[src/rtl/alu_pkg.sv]
package alu_pkg;

  typedef enum logic [1:0] {
    SEL_AND  = 2'b00,
    SEL_OR   = 2'b01,
    SEL_SUM  = 2'b10,
    SEL_LESS = 2'b11
  } alu_sel_e;

endpackage

[src/rtl/alu_bit_slice.sv]
module alu_bit_slice
  import alu_pkg::*;
(
  input  logic     a_i,
  input  logic     b_i,
  input  logic     inv_b_i,
  input  logic     cin_i,
  input  logic     less_i,
  input  alu_sel_e sel_i,
  output logic     sum_o,
  output logic     cout_o,
  output logic     res_o
);

  logic b_eff;

  // conditional inverter ahead of both gates and adder
  assign b_eff = b_i ^ inv_b_i;

  // full adder
  assign sum_o  = a_i ^ b_eff ^ cin_i;
  assign cout_o = (a_i & b_eff) | (a_i & cin_i) | (b_eff & cin_i);

  // four-way result selector
  always_comb begin
    unique case (sel_i)
      SEL_AND:  res_o = a_i & b_eff;
      SEL_OR:   res_o = a_i | b_eff;
      SEL_SUM:  res_o = sum_o;
      SEL_LESS: res_o = less_i;
      default:  res_o = 1'b0;
    endcase
  end

endmodule

[src/rtl/alu_zero_detect.sv]
module alu_zero_detect #(
  parameter int W = 32
) (
  input  logic [W-1:0] value_i,
  output logic         zero_o
);

  assign zero_o = ~|value_i;

endmodule

[src/rtl/alu_slice_row.sv]
module alu_slice_row
  import alu_pkg::*;
#(
  parameter int W = 32
) (
  input  logic [W-1:0] a,
  input  logic [W-1:0] b,
  input  logic         invert_b,
  input  logic         carry_in,
  input  logic [1:0]   sel,
  output logic [W-1:0] result,
  output logic         overflow,
  output logic         zero
);

  localparam int MSB = W - 1;

  alu_sel_e sel_e;
  assign sel_e = alu_sel_e'(sel);

  for (genvar i = 0; i < W; i++) begin : g_bit
    logic ci;
    logic co;
    logic sm;
    logic rs;
    logic ls;

    if (i == 0) begin : g_lsb
      assign ci = carry_in;
      // sign of the top slice's sum loops back as the less-than bit
      assign ls = g_bit[MSB].sm;
    end else begin : g_upper
      assign ci = g_bit[i-1].co;
      assign ls = 1'b0;
    end

    alu_bit_slice u_slice (
      .a_i     (a[i]),
      .b_i     (b[i]),
      .inv_b_i (invert_b),
      .cin_i   (ci),
      .less_i  (ls),
      .sel_i   (sel_e),
      .sum_o   (sm),
      .cout_o  (co),
      .res_o   (rs)
    );

    assign result[i] = rs;
  end

  // overflow from carries around the top slice
  assign overflow = g_bit[MSB].ci ^ g_bit[MSB].co;

  alu_zero_detect #(.W(W)) u_zero (
    .value_i (result),
    .zero_o  (zero)
  );

endmodule

[config.mk]
export PLATFORM = sky130hd
export DESIGN_NAME = alu_slice_row
export DESIGN_NICKNAME = d
export VERILOG_FILES = /design/src/rtl/alu_pkg.sv /design/src/rtl/alu_bit_slice.sv /design/src/rtl/alu_zero_detect.sv /design/src/rtl/alu_slice_row.sv
export SDC_FILE = /design/constraint.sdc
export NUM_CORES = 1
export LEC_CHECK = 0
export ABC_AREA = 0
export ABC_CLOCK_PERIOD_IN_PS = 85400
export BUFFER_PORTS_ARGS = -buffer_cell sky130_fd_sc_hd__buf_2
export CORE_ASPECT_RATIO = 1.5
export CORE_MARGIN = 2
export CORE_UTILIZATION = 23
export DETAILED_ROUTE_END_ITERATION = 16
export PLACE_DENSITY = 0.49
export SYNTH_ARGS = -nofsm -noshare
export SYNTH_HDL_FRONTEND = slang
export SYNTH_HIERARCHICAL = 1
export SYNTH_SLANG_ARGS = --single-unit
[constraint.sdc]
create_clock -name vclk -period 85.4
set_clock_uncertainty 0.1 [all_clocks]
set_input_delay 21.35 -clock vclk [all_inputs]
set_output_delay 21.35 -clock vclk [all_outputs]
set_load 0.03 [all_outputs]
==> impl_metrics.py <==
metrics = {
    "place": {
        "place_area_sq_mm": 0.00415,
        "gp_congestion": 0.709,
        "port_buffers": 102,
        "dp_cells": 700,
        "hpwl_um": 6850,
    },
    "logic_synthesis": {
        "synthXorXnorAreaFrac": 0.0829,
        "yosysWarnings": 6,
        "syn-instance-count": 397,
        "synth_top_family_by_area": "adder cells",
        "synthAdderAreaFrac": 0.413,
        "synth_top_area_frac": 0.230,
        "synthDistinctLibCells": 11,
        "avgSynthCellArea_sq_um": 8.79,
        "yosysTopAreaCell": "ha_1",
        "synth.mux.area_fraction": 0.207,
        "synth_area_leaders": "ha_1 23%, inv_1 21%, mux4_2 21%, fa_1 18%, xor2_1 8.3%",
        "syn_area_sq_mm": 0.00349,
        "ys_seq_area_frac": 0,
        "synth-compound-area-share": 0,
        "synthSimpleGateAreaFrac": 0.0208,
    },
    "die": {
        "core_sq_mm": 0.0149,
        "die_w_um": 105,
        "die_h_um": 155,
        "die_area_sq_mm": 0.0162,
        "ios": 102,
        "initial_utilization": 0.234,
        "rows": 55,
    },
    "layout": {
        "drive_gt1_frac": 0.277,
        "fin_nets": 667,
        "layout_commonest_cell": "inv_1",
        "layout_common_cells": "192 x inv_1, 102 x buf_2, 64 x ha_1",
        "diodes": 0,
        "final_area_sq_mm": 0.00415,
        "fin_cells": 700,
        "seq_cell_count": 0,
        "final-seq-area_sq_um": 0,
        "clkbuf_count": 0,
        "areaGrowthSynthToFinish_pct": 19.0,
    },
    "setup_path": {
        "path_class": "in2out",
        "cpPeakStageDelay_ns": 0.51,
        "worstPathRequired_ns": 63.95,
        "worstPathMaxFanout": 18,
        "cp-startpoint": "invert_b",
        "critPathCaptureType": "output pin",
        "slowest_stage": "mux4_2",
        "cp-start-kind": "input port",
        "arrival_ns": 39.32,
        "cpMostUsedCell": "inv_1",
    },
    "routing": {
        "ant_nets": 0,
        "routed_wl_um": 7850,
        "first_iter_violations": 56,
        "routedWlPerCell_um": 11.2,
        "drt_first_pass_iters": 4,
        "vias": 2613,
        "avgViaCountPerCell": 3.73,
        "drc": 0,
    },
    "sta": {
        "fmax_mhz": 16.5,
        "fin_crit_ns": 60.77,
        "drv_slew": 0,
        "setup_viol": 0,
        "worst_slew_pin_slew_ns": 0.610,
        "hold_violations": 0,
        "min_period_over_period": 0.712,
        "rsz0062_at_grt": "no",
        "setup-tns-final_ns": 0,
        "max_slew_margin": 0.593,
    },
    "power": {
        "switchingPower_mw": 0.0198,
        "powerDensity_mw_per_mm2": 7.79,
        "power.internal_mw": 0.0125,
        "power_frac_comb": 1.000,
        "pwr-share-seq": 0,
        "clkPwrFrac": 0,
        "power_switching_share": 0.612,
        "peakVddDrop_v": 0.00000311,
        "p_leak_nw": 2.55,
    },
    "global_route": {
        "grt_pass1_wl_um": 13300,
        "antenna_found_initial": 0,
        "grt_overflow_total": 0,
        "first_global_vias": 2851,
        "grtUsageTotal": 0.0990,
        "grt_max_degree": 33,
    },
    "clocking": {
        "cts_resized": 0,
        "cts_hold_buf": 0,
        "cts_setup_buffers": 0,
    },
    "min_path": {
        "worstHoldPathType": "in2out",
        "min-delay-start": "a[17]",
        "hold_end": "result[17]",
        "holdPathStages": 4,
    },
    "job": {
        "maxCapViolCount": 0,
    },
    "run_status": {
        "status": "finished clean",
    },
}
## power by group through the flow
stage / Clock [mW] / Combinational [mW] / Sequential [mW]
after detailed placement: 0 / 0.0333 / 0
after global placement: 0 / 0.0321 / 0
after global routing: 0 / 0.0370 / 0
final: 0 / 0.0323 / 0
after CTS: 0 / 0.0334 / 0
after floorplan: 0 / 0.0266 / 0
## critical path, delay by kind of cell
kind / cells / cell delay (ns)
simple gates: 3 / 0.65
buf+inv: 67 / 4.28
fa+ha+maj: 32 / 12.36
xor+xnor: 1 / 0.23
mux: 1 / 0.51
## cell usage after synthesis
cell / n
buf_4: 32
conb_1: 1
fa_1: 32
ha_1: 64
inv_1: 192
mux4_2: 32
nand4_1: 2
nor2_1: 1
nor4_1: 7
nor4_2: 1
xor2_1: 33
## per-stage QoR
| stage | utilization | power, mW | hold slack [ns] | setup slack, ns |
|---|---|---|---|---|
| 4_1_cts | 0.278 | 0.0334 | 43.26 | 24.25 |
| 6_report | 0.278 | 0.0323 | 43.25 | 24.63 |
| 5_1_grt | 0.278 | 0.0370 | 43.29 | 23.22 |
| 3_5_place_dp | 0.278 | 0.0333 | 43.26 | 24.31 |
| 3_3_place_gp | 0.278 | 0.0321 | 43.25 | 24.31 |
| 2_1_floorplan | - | 0.0266 | 42.91 | 26.14 |
## logic make-up (layout without fill, tap and decap cells)
| group | count (synthesis) | count (layout) |
|---|---|---|
| buffers and inverters | 224 | 298 |
| adder cells (fa/ha/maj) | 96 | 96 |
| XOR/XNOR | 33 | 33 |
| multiplexers | 32 | 32 |
| AND/OR/NAND/NOR | 11 | 11 |
| other | 1 | 31 |
## worst max path at each step
| stage | endpoint | slack, ns | depth (start not counted) |
|---|---|---|---|
| after CTS | zero | 24.25 | 104 |
| after global routing | zero | 23.22 | 104 |
| final | zero | 24.63 | 104 |
| after detailed placement | zero | 24.31 | 104 |
| after global placement | zero | 24.31 | 104 |
| after floorplan | zero | 26.14 | 101 |
## cell type report
type | count | area [sq um]
fill | 1686 | 10800
inverter | 192 | 721
multi-input combinational | 203 | 2640
tap | 199 | 249
timing repair buffer | 106 | 541
## routing by layer
layer,wire length [um],track usage,share of wire,vias up
li1,-,-,-,1263
met1,3050,0.117,0.39,1285
met2,4440,0.202,0.57,65
met3,359,0.00759,0.046,0
met4,0,0,0,0
met5,0,0,0,-
Power figures use the tool's default switching activity.
